## src/rtl/tick_pkg.sv

```systemverilog
package tick_pkg;
  localparam int BYTE_W = 8;

  typedef enum logic [1:0] {
    MODE_PRE13   = 2'd0,
    MODE_FULL16  = 2'd1,
    MODE_RELOAD8 = 2'd2,
    MODE_SPLIT   = 2'd3
  } mode_e;

  localparam logic [2:0] ADDR_LO0  = 3'd0;
  localparam logic [2:0] ADDR_HI0  = 3'd1;
  localparam logic [2:0] ADDR_LO1  = 3'd2;
  localparam logic [2:0] ADDR_HI1  = 3'd3;
  localparam logic [2:0] ADDR_MODE = 3'd4;
  localparam logic [2:0] ADDR_CTRL = 3'd5;

  // control byte bit positions
  localparam int B_OVF1 = 7;
  localparam int B_RUN1 = 6;
  localparam int B_OVF0 = 5;
  localparam int B_RUN0 = 4;
  localparam int B_XF1  = 3;
  localparam int B_XE1  = 2;
  localparam int B_XF0  = 1;
  localparam int B_XE0  = 0;

  // strobes from control to datapath, one per unit
  typedef struct packed {
    logic  incLo;
    logic  incHi;
    mode_e mode;
  } unitStb_t;
endpackage

```

## src/rtl/tick_datapath.sv

```systemverilog
module tick_datapath
  import tick_pkg::*;
#(
  parameter int PRE_W = 5
) (
  input  logic              clk,
  input  logic              rstN,
  input  unitStb_t          stb [2],
  input  logic              wrEn,
  input  logic [2:0]        wrAddr,
  input  logic [BYTE_W-1:0] wrData,
  output logic [BYTE_W-1:0] cntLo [2],
  output logic [BYTE_W-1:0] cntHi [2],
  output logic              wrapLo [2],
  output logic              wrapHi [2]
);
  localparam int WIDE_W = 2 * BYTE_W;
  localparam int PRE_T  = BYTE_W + PRE_W;

  for (genvar u = 0; u < 2; u++) begin : g_unit
    localparam logic [2:0] LO_A = 3'(2 * u);
    localparam logic [2:0] HI_A = 3'(2 * u + 1);
    logic [BYTE_W-1:0] loQ, hiQ, nxtLo, nxtHi;
    logic wLo, wHi;

    always_comb begin
      nxtLo = loQ;
      nxtHi = hiQ;
      wLo   = 1'b0;
      wHi   = 1'b0;
      unique case (stb[u].mode)
        MODE_PRE13: if (stb[u].incLo) begin
          {nxtHi, nxtLo[PRE_W-1:0]} = {hiQ, loQ[PRE_W-1:0]} + PRE_T'(1);
          wLo = &{hiQ, loQ[PRE_W-1:0]};
        end
        MODE_FULL16: if (stb[u].incLo) begin
          {nxtHi, nxtLo} = {hiQ, loQ} + WIDE_W'(1);
          wLo = &{hiQ, loQ};
        end
        MODE_RELOAD8: if (stb[u].incLo) begin
          wLo   = &loQ;
          nxtLo = wLo ? hiQ : loQ + BYTE_W'(1);
        end
        MODE_SPLIT: begin
          if (stb[u].incLo) begin
            nxtLo = loQ + BYTE_W'(1);
            wLo   = &loQ;
          end
          if (stb[u].incHi) begin
            nxtHi = hiQ + BYTE_W'(1);
            wHi   = &hiQ;
          end
        end
        default: ;
      endcase
    end

    always_ff @(posedge clk) begin
      if (!rstN) begin
        loQ <= '0;
        hiQ <= '0;
      end else begin
        loQ <= (wrEn && wrAddr == LO_A) ? wrData : nxtLo;
        hiQ <= (wrEn && wrAddr == HI_A) ? wrData : nxtHi;
      end
    end

    assign cntLo[u]  = loQ;
    assign cntHi[u]  = hiQ;
    assign wrapLo[u] = wLo;
    assign wrapHi[u] = wHi;
  end
endmodule

```

## src/rtl/tick_ctrl.sv

```systemverilog
module tick_ctrl
  import tick_pkg::*;
(
  input  logic              clk,
  input  logic              rstN,
  input  logic              tickEn,
  input  logic              wrEn,
  input  logic [2:0]        wrAddr,
  input  logic [BYTE_W-1:0] wrData,
  input  logic              bitWrEn,
  input  logic [2:0]        bitSel,
  input  logic              bitVal,
  input  logic [1:0]        cntPin,
  input  logic [1:0]        extIntN,
  input  logic [1:0]        ackOvf,
  input  logic [1:0]        ackExt,
  input  logic              wrapLo [2],
  input  logic              wrapHi [2],
  output unitStb_t          stb [2],
  output logic [BYTE_W-1:0] modeReg,
  output logic [BYTE_W-1:0] ctrlReg
);
  logic [1:0] cntSamp, cntPrev, extSamp, extPrev;
  logic [1:0] cntFall, extFall, evt, allow, gate, cSel, edgeSel, extSet;
  logic [1:0] wLo, wHi, run;
  mode_e      mode [2];
  logic       split, ovf0Set, ovf1Set;
  logic [BYTE_W-1:0] ctrlNxt;

  always_ff @(posedge clk) begin
    if (!rstN) begin
      cntSamp <= '1;
      cntPrev <= '1;
      extSamp <= '1;
      extPrev <= '1;
    end else if (tickEn) begin
      cntSamp <= cntPin;
      cntPrev <= cntSamp;
      extSamp <= extIntN;
      extPrev <= extSamp;
    end
  end

  assign cntFall = {2{tickEn}} & cntPrev & ~cntSamp;
  assign extFall = {2{tickEn}} & extPrev & ~extSamp;
  assign run     = {ctrlReg[B_RUN1], ctrlReg[B_RUN0]};
  assign edgeSel = {ctrlReg[B_XE1], ctrlReg[B_XE0]};

  for (genvar u = 0; u < 2; u++) begin : g_evt
    assign gate[u]   = modeReg[4*u+3];
    assign cSel[u]   = modeReg[4*u+2];
    assign mode[u]   = mode_e'(modeReg[4*u+1 -: 2]);
    assign evt[u]    = cSel[u] ? cntFall[u] : tickEn;
    assign allow[u]  = run[u] & (~gate[u] | extSamp[u]);
    assign wLo[u]    = wrEn && wrAddr == 3'(2 * u);
    assign wHi[u]    = wrEn && wrAddr == 3'(2 * u + 1);
    assign extSet[u] = edgeSel[u] ? extFall[u] : (tickEn & ~extSamp[u]);
  end

  assign split = (mode[0] == MODE_SPLIT);

  always_comb begin
    stb[0].mode  = mode[0];
    stb[0].incLo = allow[0] & evt[0] & ~wLo[0] & (split | ~wHi[0]);
    stb[0].incHi = split & run[1] & tickEn & ~wHi[0];
    stb[1].mode  = mode[1];
    stb[1].incLo = (mode[1] != MODE_SPLIT) & allow[1] & evt[1] & ~wLo[1] & ~wHi[1];
    stb[1].incHi = 1'b0;
  end

  assign ovf0Set = wrapLo[0];
  assign ovf1Set = split ? wrapHi[0] : wrapLo[1];

  always_comb begin
    ctrlNxt = ctrlReg;
    if (ovf0Set) ctrlNxt[B_OVF0] = 1'b1;
    else if (ackOvf[0]) ctrlNxt[B_OVF0] = 1'b0;
    if (ovf1Set) ctrlNxt[B_OVF1] = 1'b1;
    else if (ackOvf[1]) ctrlNxt[B_OVF1] = 1'b0;
    if (extSet[0]) ctrlNxt[B_XF0] = 1'b1;
    else if (ackExt[0]) ctrlNxt[B_XF0] = 1'b0;
    if (extSet[1]) ctrlNxt[B_XF1] = 1'b1;
    else if (ackExt[1]) ctrlNxt[B_XF1] = 1'b0;
    if (wrEn && wrAddr == ADDR_CTRL) ctrlNxt = wrData;
    if (bitWrEn) ctrlNxt[bitSel] = bitVal;
  end

  always_ff @(posedge clk) begin
    if (!rstN) begin
      ctrlReg <= '0;
      modeReg <= '0;
    end else begin
      ctrlReg <= ctrlNxt;
      if (wrEn && wrAddr == ADDR_MODE) modeReg <= wrData;
    end
  end
endmodule

```

## src/rtl/twin_tick_counter.sv

```systemverilog
module twin_tick_counter
  import tick_pkg::*;
#(
  parameter int PRE_W = 5
) (
  input  logic       clk,
  input  logic       rstN,
  input  logic       tickEn,
  input  logic       wrEn,
  input  logic [2:0] wrAddr,
  input  logic [7:0] wrData,
  input  logic       bitWrEn,
  input  logic [2:0] bitSel,
  input  logic       bitVal,
  input  logic [2:0] rdAddr,
  output logic [7:0] rdData,
  input  logic [1:0] cntPin,
  input  logic [1:0] extIntN,
  input  logic [1:0] ackOvf,
  input  logic [1:0] ackExt,
  output logic [1:0] ovfFlag,
  output logic [1:0] extFlag
);
  unitStb_t          stb [2];
  logic [BYTE_W-1:0] cntLo [2];
  logic [BYTE_W-1:0] cntHi [2];
  logic              wrapLo [2];
  logic              wrapHi [2];
  logic [BYTE_W-1:0] modeReg, ctrlReg;

  tick_ctrl u_ctrl (
    .clk(clk), .rstN(rstN), .tickEn(tickEn),
    .wrEn(wrEn), .wrAddr(wrAddr), .wrData(wrData),
    .bitWrEn(bitWrEn), .bitSel(bitSel), .bitVal(bitVal),
    .cntPin(cntPin), .extIntN(extIntN), .ackOvf(ackOvf), .ackExt(ackExt),
    .wrapLo(wrapLo), .wrapHi(wrapHi), .stb(stb),
    .modeReg(modeReg), .ctrlReg(ctrlReg)
  );

  tick_datapath #(.PRE_W(PRE_W)) u_dp (
    .clk(clk), .rstN(rstN), .stb(stb),
    .wrEn(wrEn), .wrAddr(wrAddr), .wrData(wrData),
    .cntLo(cntLo), .cntHi(cntHi), .wrapLo(wrapLo), .wrapHi(wrapHi)
  );

  always_comb begin
    unique case (rdAddr)
      ADDR_LO0:  rdData = cntLo[0];
      ADDR_HI0:  rdData = cntHi[0];
      ADDR_LO1:  rdData = cntLo[1];
      ADDR_HI1:  rdData = cntHi[1];
      ADDR_MODE: rdData = modeReg;
      ADDR_CTRL: rdData = ctrlReg;
      default:   rdData = '0;
    endcase
  end

  assign ovfFlag = {ctrlReg[B_OVF1], ctrlReg[B_OVF0]};
  assign extFlag = {ctrlReg[B_XF1], ctrlReg[B_XF0]};
endmodule

```

## config.mk

```make
export PLATFORM = sky130hd
export DESIGN_NAME = twin_tick_counter
export DESIGN_NICKNAME = d
export VERILOG_FILES = /design/src/rtl/tick_pkg.sv /design/src/rtl/tick_datapath.sv /design/src/rtl/tick_ctrl.sv /design/src/rtl/twin_tick_counter.sv
export SDC_FILE = /design/constraint.sdc
export NUM_CORES = 1
export LEC_CHECK = 0
export BUFFER_PORTS_ARGS = -buffer_cell sky130_fd_sc_hd__buf_2
export CAP_MARGIN = 20
export CORE_ASPECT_RATIO = 0.75
export CORE_UTILIZATION = 42
export CTS_CLUSTER_DIAMETER = 50
export CTS_CLUSTER_SIZE = 8
export DETAILED_ROUTE_END_ITERATION = 16
export PLACE_DENSITY = 0.64
export SLEW_MARGIN = 20
export SYNTH_ARGS = -nofsm -noshare
export SYNTH_HDL_FRONTEND = slang
export SYNTH_SLANG_ARGS = --single-unit
```

## constraint.sdc

```tcl
create_clock -name clk -period 2.3 [get_ports clk]
set_input_delay 0.46 -clock clk [delete_from_list [all_inputs] [get_ports clk]]
set_output_delay 0.46 -clock clk [all_outputs]
set_load 0.05 [all_outputs]
```

# Yosys cells after proc, flatten, opt, wreduce, memory -nomap -nowiden

Index checks and enable logic that the tools add are counted.
Widths: inputs -> output; s select.

Output and inout bits: 12
Word-level logic and storage cells: 165
Bits in registers: 56
Input port bits: 31

Add/sub/neg operators: 7
Muxes and demuxes: 53
Equality and inequality tests: 30
Reductions and logical operators: 30
Bitwise gates (word level): 31
Order comparisons: 2

Operators with widths:

| cell                  | count |
|---|---|
| $mux 8                | 19 |
| $pmux 8 s6            | 1 |
| $pmux 5 s4            | 2 |
| $ne 3x3->1 const B    | 11 |
| $add 16x1->16 const B | 2 |
| $reduce_and 16->1     | 2 |
| $add 13x1->13 const B | 2 |
| $reduce_and 13->1     | 2 |
| $add 8x1->8 const B   | 3 |
| $pmux 8 s3            | 1 |
| $reduce_and 8->1      | 3 |
| $mux 1                | 21 |
| $reduce_and 4->1      | 5 |
| $pmux 3 s3            | 2 |
| $pmux 8 s2            | 1 |
| $and 1x1->1           | 14 |
| $eq 3x2->1 const B    | 4 |
| $eq 3x3->1 const B    | 4 |
| $reduce_bool 4->1     | 3 |
| $mux 5                | 2 |
| $and 2x2->2           | 4 |
| $bwmux 8              | 1 |
| $eq 2x2->1 const B    | 4 |
| $not 1->1             | 8 |
| other kinds (16)      | 32 |

# Logic depth before layout (Yosys ltp)

Gate-level depths: netlist (run 1).

Depth in word-level cells: 14
Gate-level depth with buffers: 9
Gate-level depth less buffers: 7

# Modules after synthesis

Synthesis (run 1) repeated with hierarchy kept, for this count alone.

Cell total of the unflattened synthesis: 618
Area, all modules: 4,809.6 um^2

By module, submodules not included:

| module            | times used | area an instance (um^2) | cells an instance | seq. area each (um^2) |
|---|---|---|---|---|
| tick_datapath     | 1          | 3,118.0                 | 426               | 640.6 |
| tick_ctrl         | 1          | 1,231.2                 | 138               | 480.5 |
| twin_tick_counter | 1          | 460.4                   | 54                | 0.0 |

# Worst setup path after synthesis (run 1)

Ideal clock, no wire load.

Kind: input-to-output
From: in rdAddr[1]
To: out rdData[3]
Stages on the path: 3
Slack: -331 ps
Data arrival time: 2,171 ps
Buffers on the path: 2
Required time: 1,840 ps
Cell sequence: clkbuf_1 clkbuf_1 o32ai_1

Longest elaborated chain between the ends: 2
Elaborated cells between the ends (all ways): 7
Classes of those cells: 5 x eq/ne; 1 x mux; 1 x reduce/logical

Ends and longest elaborated chain:

| item                               | line                    | RTL |
|---|---|---|
| start: declaration                 | twin_tick_counter.sv:15 | `input logic [2:0] rdAddr,` |
| $eq 3x3->1 (tied with other cells) | twin_tick_counter.sv:47 | `unique case (rdAddr)` |
| $pmux 8 s6 *                       | twin_tick_counter.sv:47 |  |
| end: declaration                   | twin_tick_counter.sv:16 | `output logic [7:0] rdData,` |

Every way passes the cells marked *; elsewhere a longest branch is shown, timed or not.

# Final worst setup path (run 1)

From: reg u_dp.g_unit[0].hiQ[1]
To: out rdData[1]

Longest elaborated chain between the ends: 1

Ends and longest elaborated chain:

| item                     | line                    | RTL |
|---|---|---|
| start: declaration       | tick_datapath.sv:23     | `logic [BYTE_W-1:0] loQ, hiQ, nxtLo, nxtHi;` |
| start signal: assignment | tick_datapath.sv:64     | `hiQ <= (wrEn && wrAddr == HI_A) ? wrData : nxtHi;` |
| $pmux 8 s6               | twin_tick_counter.sv:47 |  |

No other way between the ends.

==> metrics.txt, run 1 <==
run status=finished, final reports clean; period utilisation layout=0.959; total wire length=14.9 mm; switching pwr=0.678 mW; Syn Inst Count=537; final setup vio count=0; total CTS buffers=5; first-pass detailed-route iteration total=6; WHS Endpoint=u_ctrl.extSamp[1]$_SDFFE_PN1P_; FF-to-FF End=u_dp.g_unit[0].hiQ[2]$_SDFFE_PN0P_; reg2reg setup slack=0.15 ns; CP Capture Type=output port; worst hold path class=input port to flop; Net count, final=629; met1 WL=7.13 mm; clock skew=0.00665 ns; RD Place Congestion=0.991; most frequent cells in the layout=dfxtp_1 (56), nor2_1 (49), nand2_1 (46); synth unique cells=73; Max Transition Viols Final=0; number of setup buffers added after CTS=0; delay-heaviest family, CP=multiplexers; DR top layer=met4; worst hold path startpoint=extIntN[1]; Worst-Margin Slew=0.542 ns; DIE AREA=10,400 um^2; Synth Cell Area=4210 um^2; worst skew pair latency=0.30 ns; max_slew headroom=0.629; CTS Hold Buffers Added=0; clock-pin slew on the worst setup and hold paths=0.07 ns; port bufs=42; Slowest-stage cell, CP=mux4_2; RR Startpoint=u_ctrl.modeReg[1]$_SDFFE_PN0P_; WHS=0.377 ns; min Tclk post-route=2.21 ns; TritonCTS clock tree=done; initial antenna violation count=0; gr usage total=0.291; ys flop type=dfxtp_1; H-tree depth=2; Hold Vio Cnt, Final=0; diode count=0; filler instances=956; leading cell type in the layout, fill and taps excluded=dfxtp_1; vias per cell=6.22; vias in the first global route=3,997; clock power share=0.376; # resized after CTS=0; Internal=1.67 mW; Fin Setup TNS=0 ns; crit path max fanout=8; Post-Syn Nets=577; io pins=43; number of core rows=31; Buf/Inv on CP=2; critical path launch point type=flop; largest net degree at the start of global routing=39; metal3 WL=1.39 mm; asr flop ratio synth=0; height of the chip=88.7 um; global route overflow=0; Worst VDD drop=0.256 mV; data required time of the worst path=1.84 ns; first-pass GRT wire length=23.0 mm; Worst EP arrival=1.75 ns; Vias=4,488; Die X=118 um; MaxCap Viol Count=0; combinational share of power=0.175; core area=9700 um^2; ratio of cells with drive above 1 in the final layout=0.186; hold path depth=3; Area after DPL=4700 um^2; 1st-iter DRT viols=345; count of state elements after synthesis=56; Synth warnings=0; syn_area_per_cell=7.83 um^2; pwr dens=482 nW/um^2; max incr delay on CP=0.47 ns; Reg power frac=0.449; Clock Path Buffers=2; sw frac=0.289; P&R area growth vs syn=15.6%; crit-path cells=buf_4 -> mux4_2 -> a22o_1 -> buf_2; Routed Antenna Nets=0; number of flops mapped to enable cells by yosys=0; DRC errors left=0; unrepaired setup endpoints after global routing=no; leakage power=1.86 nW; FMAX=0.453 GHz; Root Buffer=clkbuf_16; Seq/Total Area, Yosys=0.267; # clock sinks=56; Register-to-Register Path Depth=8; met2 routed WL=6.14 mm; final instance area=4860 um^2; Initial Utilization=0.434; hpwl dp=11.3 mm; DR WL/cell=20.7 um; critical path class=flop to output port
-- cell usage after synthesis (all sizes together) (2+ instances only) --
cell type / count / share of area
nand3: 29 / 0.035
and4: 2 / 0.0042
a211oi: 10 / 0.019
nor4: 5 / 0.011
o31ai: 7 / 0.012
ha: 9 / 0.027
dfxtp: 56 / 0.27
xor2: 8 / 0.017
nand4: 8 / 0.015
mux2i: 27 / 0.064
a211o: 2 / 0.0042
o21a: 4 / 0.0071
nand2: 46 / 0.041
nor3: 13 / 0.018
a21boi: 3 / 0.0054
o22ai: 7 / 0.012
o21ai: 41 / 0.050
xnor2: 5 / 0.010
buf: 19 / 0.030
o41ai: 3 / 0.0080
nand2b: 11 / 0.016
o2111ai: 6 / 0.012
a221oi: 6 / 0.017
mux2: 2 / 0.0054
a21oi: 25 / 0.030
clkbuf: 18 / 0.016
a311oi: 2 / 0.0042
nand4b: 3 / 0.0062
and3: 13 / 0.019
o311a: 4 / 0.0095
mux4: 2 / 0.011
a22o: 2 / 0.0042
or3: 14 / 0.021
inv: 20 / 0.018
a21o: 3 / 0.0054
nor2: 49 / 0.044
a2111oi: 3 / 0.011
a31oi: 15 / 0.022
o311ai: 2 / 0.0042
a22oi: 2 / 0.0036
nor2b: 5 / 0.0074
o211ai: 8 / 0.014
-- cell type report --
class                      instances  area [um^2]  area share
multi-input combinational        424         2830       0.581
sequential                        56         1120       0.230
timing repair buffer              82          510       0.105
tap                              132          165      0.0340
clock buffer                       5          125      0.0257
inverter                          20         75.1      0.0154
clock inverter                     3         42.5     0.00874
-- state kept, by name, indices dropped and copies added, names as in the netlist --
register         cells
u_dp.g_unit.hiQ     16
u_ctrl.extPrev       2
u_ctrl.extSamp       2
u_ctrl.cntSamp       2
u_ctrl.ctrlReg       8
u_ctrl.modeReg       8
u_dp.g_unit.loQ     16
u_ctrl.cntPrev       2
-- how the worst max path moves through the flow --
stage	slack, ns	endpoint	depth (start not counted)	from
after floorplan	-0.16	rdData[2]	4	rdAddr[1]
after global placement	0.14	rdData[3]	6	rdAddr[1]
final	0.09	rdData[1]	4	u_dp.g_unit[0].hiQ[1]$_SDFFE_PN0P_
after CTS	0.10	rdData[1]	4	u_dp.g_unit[0].hiQ[1]$_SDFFE_PN0P_
after global routing	0.05	rdData[7]	6	rdAddr[1]
after detailed placement	0.13	rdData[1]	4	rdAddr[0]
-- stage by stage --
stage	setup WS [ns]	power [mW]	instances	utilization
after floorplan	-0.158	1.32	537	-
after global placement	0.143	1.47	714	0.484
after detailed placement	0.126	1.48	714	0.484
after CTS	0.104	2.36	722	0.502
after global routing	0.0479	2.43	722	0.502
final	0.0937	2.35	722	0.502
-- per-layer routing --
metal	vias to the layer above	GRT usage
met5	-	0
met4	0	0.0816
met1	2128	0.409
met3	22	0.0709
met2	222	0.442
li1	2116	-
-- tightest hold or removal path: stages --
cell and delay, ns:
buf_2 0.08, nand2_1 0.04, o211ai_1 0.06
-- power by group through the flow --
stage / registers [mW] / logic, mW / clock network [mW]
global placement: 1.07 / 0.397 / 0
global route: 1.06 / 0.441 / 0.933
CTS: 1.05 / 0.404 / 0.900
finish: 1.05 / 0.410 / 0.882
floorplan: 1.06 / 0.265 / 0
detailed placement: 1.07 / 0.402 / 0
-- cell families after synthesis --
logic type,count (synthesis),share of synthesized area
buffers and inverters,57,0.0637
adder cells (fa/ha/maj),9,0.0268
multiplexers,31,0.0803
AND/OR/NAND/NOR,208,0.263
flip-flops,56,0.267
AO/OA/AOI/OAI,163,0.273
XOR/XNOR,13,0.0271
Note: power is estimated with default switching activity, not from simulation.
==> run 2: changes to the inputs <==
--- a/config.mk
+++ b/config.mk
@@ -8,11 +8,13 @@
 export BUFFER_PORTS_ARGS = -buffer_cell sky130_fd_sc_hd__buf_2
 export CAP_MARGIN = 20
 export CORE_ASPECT_RATIO = 0.75
+export CORE_MARGIN = 2
 export CORE_UTILIZATION = 42
 export CTS_CLUSTER_DIAMETER = 50
 export CTS_CLUSTER_SIZE = 8
 export DETAILED_ROUTE_END_ITERATION = 16
 export PLACE_DENSITY = 0.64
+export SETUP_SLACK_MARGIN = 0.05
 export SLEW_MARGIN = 20
 export SYNTH_ARGS = -nofsm -noshare
 export SYNTH_HDL_FRONTEND = slang
==> run 2 against run 1 <==
  * Core utilization down 0.75 points
  * Combinational power down 1%
  * Register-to-register slack about the same
  * Wire length down 1.5%
  * Die area up 4.0%
  * Clock skew about the same
  * Critical endpoint is now rdData[3]
==> metrics.txt, run 2 (synthesis results as in run 1) <==
Net count, final=618 (-1.7%); min Tclk post-route=2.20 ns (-0.00540 ns); first-pass detailed-route iteration total=5 (-1); leakage power=1.80 nW (-3.2%); Worst VDD drop=0.305 mV (+19%); hold path depth=3 (unchanged); RR Startpoint=u_dp.g_unit[0].loQ[0]$_SDFFE_PN0P_; max_slew headroom=0.577 (-0.0524); leading cell type in the layout, fill and taps excluded=dfxtp_1; pwr dens=477 nW/um^2 (-1.1%); pre-CTS setup slack=0.0677 ns (-0.0584 ns); Root Buffer=clkbuf_16; Routed Antenna Nets=0 (unchanged); worst hold path class=input port to flop; Die X=120 um (+1.7%); filler instances=941 (-1.6%); diode count=0 (unchanged); final instance area=4790 um^2 (-1.5%); Vias=4,539 (+1.1%); Slowest-stage cell, CP=buf_2; largest net degree at the start of global routing=46 (+18%); Initial Utilization=0.434 (unchanged); MaxCap Viol Count=0 (unchanged); Register-to-Register Path Depth=6 (-2); reg2reg setup slack=0.16 ns (about the same); core area=9700 um^2 (unchanged); FMAX=0.454 GHz (+0.25%); worst setup margin=0.0991 ns (+0.00540 ns); DIE AREA=10,800 um^2 (+4.0%); CP most frequent cell=buf_2; total wire length=14.7 mm (-1.5%); unrepaired setup endpoints after global routing=no; most frequent cells in the layout=dfxtp_1 (56), nor2_1 (48), nand2_1 (46); WHS=0.366 ns (-0.0106 ns); delay-heaviest family, CP=buffers and inverters; clock-pin slew on the worst setup and hold paths=0.08 ns (about the same); vias per cell=6.38 (+2.7%); TritonCTS clock tree=done; DR WL/cell=20.7 um (about the same); PnR Total Power=2.29 mW (-2.5%); Max Transition Viols Final=0 (unchanged); crit path max fanout=13 (+5); Hold Vio Cnt, Final=0 (unchanged); Worst EP arrival=1.74 ns (about the same); number of core rows=31 (unchanged); height of the chip=90.7 um (+2.3%); RD Place Congestion=0.975 (-1.6%); critical path launch point type=input port; Fin Setup TNS=0 ns (unchanged); crit-path cells=buf_2 -> inv_1 -> nor2_1 -> a221oi_1 -> o32ai_2 -> buf_2; CP Capture Type=output port; port bufs=42 (unchanged); FF-to-FF End=u_dp.g_unit[0].loQ[0]$_SDFFE_PN0P_; final setup vio count=0 (unchanged); ratio of cells with drive above 1 in the final layout=0.176 (-0.0103); worst hold path startpoint=cntPin[0]; initial antenna violation count=0 (unchanged); Worst-Margin Slew=0.634 ns (+0.0914 ns); vias in the first global route=3,965 (-0.80%); # clock sinks=56 (unchanged); first-pass GRT wire length=22.4 mm (-2.4%); Buf/Inv on CP=3 (+1); period utilisation layout=0.957 (-0.00235); 1st-iter DRT viols=607 (+76%); worst skew pair latency=0.31 ns (about the same); Clock Path Buffers=2 (unchanged); Area after DPL=4630 um^2 (-1.5%); gr usage total=0.268 (-0.0224); data required time of the worst path=1.84 ns (about the same); largest registers=u_dp.g_unit.hiQ (16), u_dp.g_unit.loQ (16); P&R area growth vs syn=13.9%; global route overflow=0 (unchanged); critical path class=input port to output port; hpwl dp=10.9 mm (-2.8%); run status=finished, final reports clean; H-tree depth=2 (unchanged); DRC errors left=0 (unchanged); total CTS buffers=5 (unchanged); WHS Endpoint=u_ctrl.cntSamp[0]$_SDFFE_PN1P_; max incr delay on CP=0.31 ns (-0.16 ns); io pins=43 (unchanged); clock skew=0.00640 ns (-0.000251 ns)
run 2: changes by cell type in the layout (fill, tap and decap cells not counted), sizes merged:
cell    before  now
buf         82   70
clkbuf       5    6
inv         20   22
clkinv       1    0
bufinv       1    0
run 2: cell type report:
type / count / area (um^2) / area share
clock inverters: 3 / 25.0 / 0.00522
well taps: 132 / 165 / 0.0345
multi-input cells: 424 / 2840 / 0.592
flip-flops and latches: 56 / 1120 / 0.234
inverters: 20 / 75.1 / 0.0157
clock buffers: 5 / 125 / 0.0261
repair buffers: 71 / 443 / 0.0924
run 2: metal layers:
| layer | track usage | wire (um) | up-vias |
|---|---|---|---|
| met5 | 0 | 0 | - |
| met4 | 0.0627 | 227 | 0 |
| met3 | 0.0789 | 1810 | 23 |
| met2 | 0.385 | 6110 | 266 |
| met1 | 0.392 | 6540 | 2154 |
| li1 | - | - | 2096 |
run 2: where the power goes:
part,switching [mW],internal (mW)
logic,0.256,0.148
clock network,0.412,0.414
registers,0.0507,1.01
run 2: timing repair:
action	in CTS	in global routing
buffers inserted	0	0
endpoints found under the hold margin	0	0
gates resized for setup	0	5
hold buffers	0	0
setup endpoints to repair	0	4
run 2: stage by stage:
stage	instances	util
after detailed placement	703	0.477
after CTS	711	0.493
final	711	0.494
after global routing	711	0.494
after global placement	703	0.477
after floorplan	537	-
run 2: worst max path at each step:
stage	depth (start not counted)	slack (ns)	endpoint	startpoint
2_1_floorplan	4	-0.16	rdData[2]	rdAddr[1]
3_3_place_gp	6	0.13	rdData[3]	rdAddr[2]
3_5_place_dp	7	0.07	u_ctrl.ctrlReg[7]$_SDFF_PN0_	tickEn
4_1_cts	4	0.12	rdData[1]	u_dp.g_unit[0].hiQ[1]$_SDFFE_PN0P_
5_1_grt	7	0.05	rdData[5]	rdAddr[0]
6_report	6	0.1	rdData[3]	rdAddr[2]
run 2: worst reg2reg max path, delay by kind of cell (launching register included):
family                   cells  cell delay (ns)
adder cells (fa/ha/maj)      1             0.28
AND/OR/NAND/NOR              2             0.55
flip-flops                   1             0.35
AO/OA/AOI/OAI                3             0.83
==> run 3: changes to the inputs <==
--- a/config.mk
+++ b/config.mk
@@ -8,7 +8,6 @@
 export BUFFER_PORTS_ARGS = -buffer_cell sky130_fd_sc_hd__buf_2
 export CAP_MARGIN = 20
 export CORE_ASPECT_RATIO = 0.75
-export CORE_MARGIN = 2
 export CORE_UTILIZATION = 42
 export CTS_CLUSTER_DIAMETER = 50
 export CTS_CLUSTER_SIZE = 8
==> run 3 against run 2 <==
  * Non-clock buffer count is 11 higher
  * Maximum frequency hardly changed
  * Sequential power hardly changed
  * First-iteration DRC count is 41% lower
  * Global-route usage is 2.2 points higher
  * Power is 2.6% higher
  * Clock power is 6.8% higher
  * Largest cell class unchanged
  * Largest power group unchanged
==> metrics.txt, run 3 (synthesis results as in run 1) <==
run status=finished, final reports clean; Root Buffer=clkbuf_16; Register-to-Register Path Depth=8 (+2); height of the chip=88.7 um (-2.2%); unrepaired setup endpoints after global routing=no; worst skew pair latency=0.30 ns (about the same); Worst EP arrival=1.74 ns (about the same); crit path max fanout=8 (-5); hpwl dp=11.3 mm (+2.9%); critical path launch point type=flop; Fin Setup TNS=0 ns (unchanged); DIE AREA=10,400 um^2 (-3.8%); Worst-Margin Slew=0.540 ns (-0.0935 ns); Vias=4,529 (-0.22%); TritonCTS clock tree=done; final cell count without fillers=722 (+1.5%); io pins=43 (unchanged); global route overflow=0 (unchanged); RR Startpoint=u_ctrl.modeReg[1]$_SDFFE_PN0P_; initial antenna violation count=0 (unchanged); leading cell type in the layout, fill and taps excluded=dfxtp_1; Routed Antenna Nets=0 (unchanged); vias per cell=6.27 (-1.7%); met1 Use GR=0.409 (+0.0173); Clock Path Buffers=2 (unchanged); WHS Endpoint=u_ctrl.extSamp[1]$_SDFFE_PN1P_; filler instances=957 (+1.7%); data required time of the worst path=1.84 ns (about the same); worst hold path startpoint=extIntN[1]; reg2reg setup slack=0.16 ns (about the same); diode count=0 (unchanged); WHS=0.377 ns (+0.0102 ns); H-tree depth=2 (unchanged); Max Transition Viols Final=0 (unchanged); Initial Utilization=0.434 (unchanged); largest registers=u_dp.g_unit.hiQ (16), u_dp.g_unit.loQ (16); PnR Total Power=2.35 mW (+2.6%); CP Capture Type=output port; number of core rows=31 (unchanged); 1st-iter DRT viols=359 (-41%); most frequent cells in the layout=dfxtp_1 (56), nor2_1 (49), nand2_1 (46); gr usage total=0.291 (+0.0224); DR WL/cell=20.7 um (+0.14%); final instance area=4870 um^2 (+1.6%); first-pass detailed-route iteration total=6 (+1); hold path depth=3 (unchanged); DRC errors left=0 (unchanged); final core occ=0.502 (+0.00774); MaxCap Viol Count=0 (unchanged); Hold Vio Cnt, Final=0 (unchanged); CTS Hold Buffers Added=0 (unchanged); M3 GR Usage=0.0709 (-0.00804); met2 GRT Util=0.442 (+0.0569); total CTS buffers=5 (unchanged); Critical path origin=u_dp.g_unit[0].hiQ[1]$_SDFFE_PN0P_; port bufs=42 (unchanged); Area after DPL=4700 um^2 (+1.5%); Worst VDD drop=0.258 mV (-16%); clock-pin slew on the worst setup and hold paths=0.07 ns (about the same); core area=9700 um^2 (unchanged); leakage power=1.86 nW (+3.3%); ratio of cells with drive above 1 in the final layout=0.186 (+0.0103); gr busiest metal=met2; vias in the first global route=3,997 (+0.81%); FMAX=0.454 GHz (about the same); Die X=118 um (-1.7%); worst hold path class=input port to flop; # clock sinks=56 (unchanged); pre-CTS setup slack=0.126 ns (+0.0584 ns); P&R area growth vs syn=15.7%; final setup vio count=0 (unchanged); clock skew=0.00755 ns (+0.00116 ns); period utilisation layout=0.958 (about the same); DP Cell Count=714 (+1.6%); largest net degree at the start of global routing=39 (-15%); min Tclk post-route=2.20 ns (+0.00196 ns); FF-to-FF End=u_dp.g_unit[0].hiQ[2]$_SDFFE_PN0P_; critical path class=flop to output port; first-pass GRT wire length=23.0 mm (+2.5%); total wire length=14.9 mm (+1.7%); RD Place Congestion=0.991 (+1.6%); worst setup margin=0.0971 ns (-0.00196 ns); pwr dens=482 nW/um^2 (+1.1%); Net count, final=629 (+1.8%); max_slew headroom=0.631 (+0.0538)
[run 3: cell type report]
class | count | area [um^2] | area share
Multi-Input combinational cell | 424 | 2830 | 0.580
Sequential cell | 56 | 1120 | 0.230
Timing Repair Buffer | 82 | 513 | 0.105
Tap cell | 132 | 165 | 0.0339
Clock buffer | 5 | 125 | 0.0257
Inverter | 20 | 75.1 | 0.0154
Clock inverter | 3 | 42.5 | 0.00874
[run 3: power breakdown]
part | internal, mW | total (mW) | switching [mW]
clock network | 0.513 | 0.882 | 0.369
registers | 1.01 | 1.05 | 0.0476
logic | 0.150 | 0.411 | 0.261
[run 3: timing repair]
action                     in CTS  in global routing
hold endpoints to repair        0                  0
buffers inserted                0                  0
gates resized for setup         0                  1
setup endpoints to repair       0                  2
[run 3: worst max path at each step]
| stage | endpoint | slack [ns] | cells after the start |
|---|---|---|---|
| 6_report | rdData[1] | 0.1 | 4 |
| 3_3_place_gp | rdData[3] | 0.14 | 6 |
| 2_1_floorplan | rdData[2] | -0.16 | 4 |
| 4_1_cts | rdData[1] | 0.10 | 4 |
| 3_5_place_dp | rdData[1] | 0.13 | 4 |
| 5_1_grt | u_dp.g_unit[0].hiQ[1]$_SDFFE_PN0P_ | 0.07 | 7 |
[run 3: worst max-delay path, cell delays in order, from the launching register on]
cell	delay [ns]
dfxtp_1	0.32
buf_4	0.18
mux4_2	0.47
a22o_1	0.27
buf_2	0.22
[run 3: layer usage]
metal | wire, um | part of all wire
met1 | 7080 | 0.47
met4 | 249 | 0.017
met3 | 1460 | 0.098
met5 | 0 | 0
met2 | 6140 | 0.41
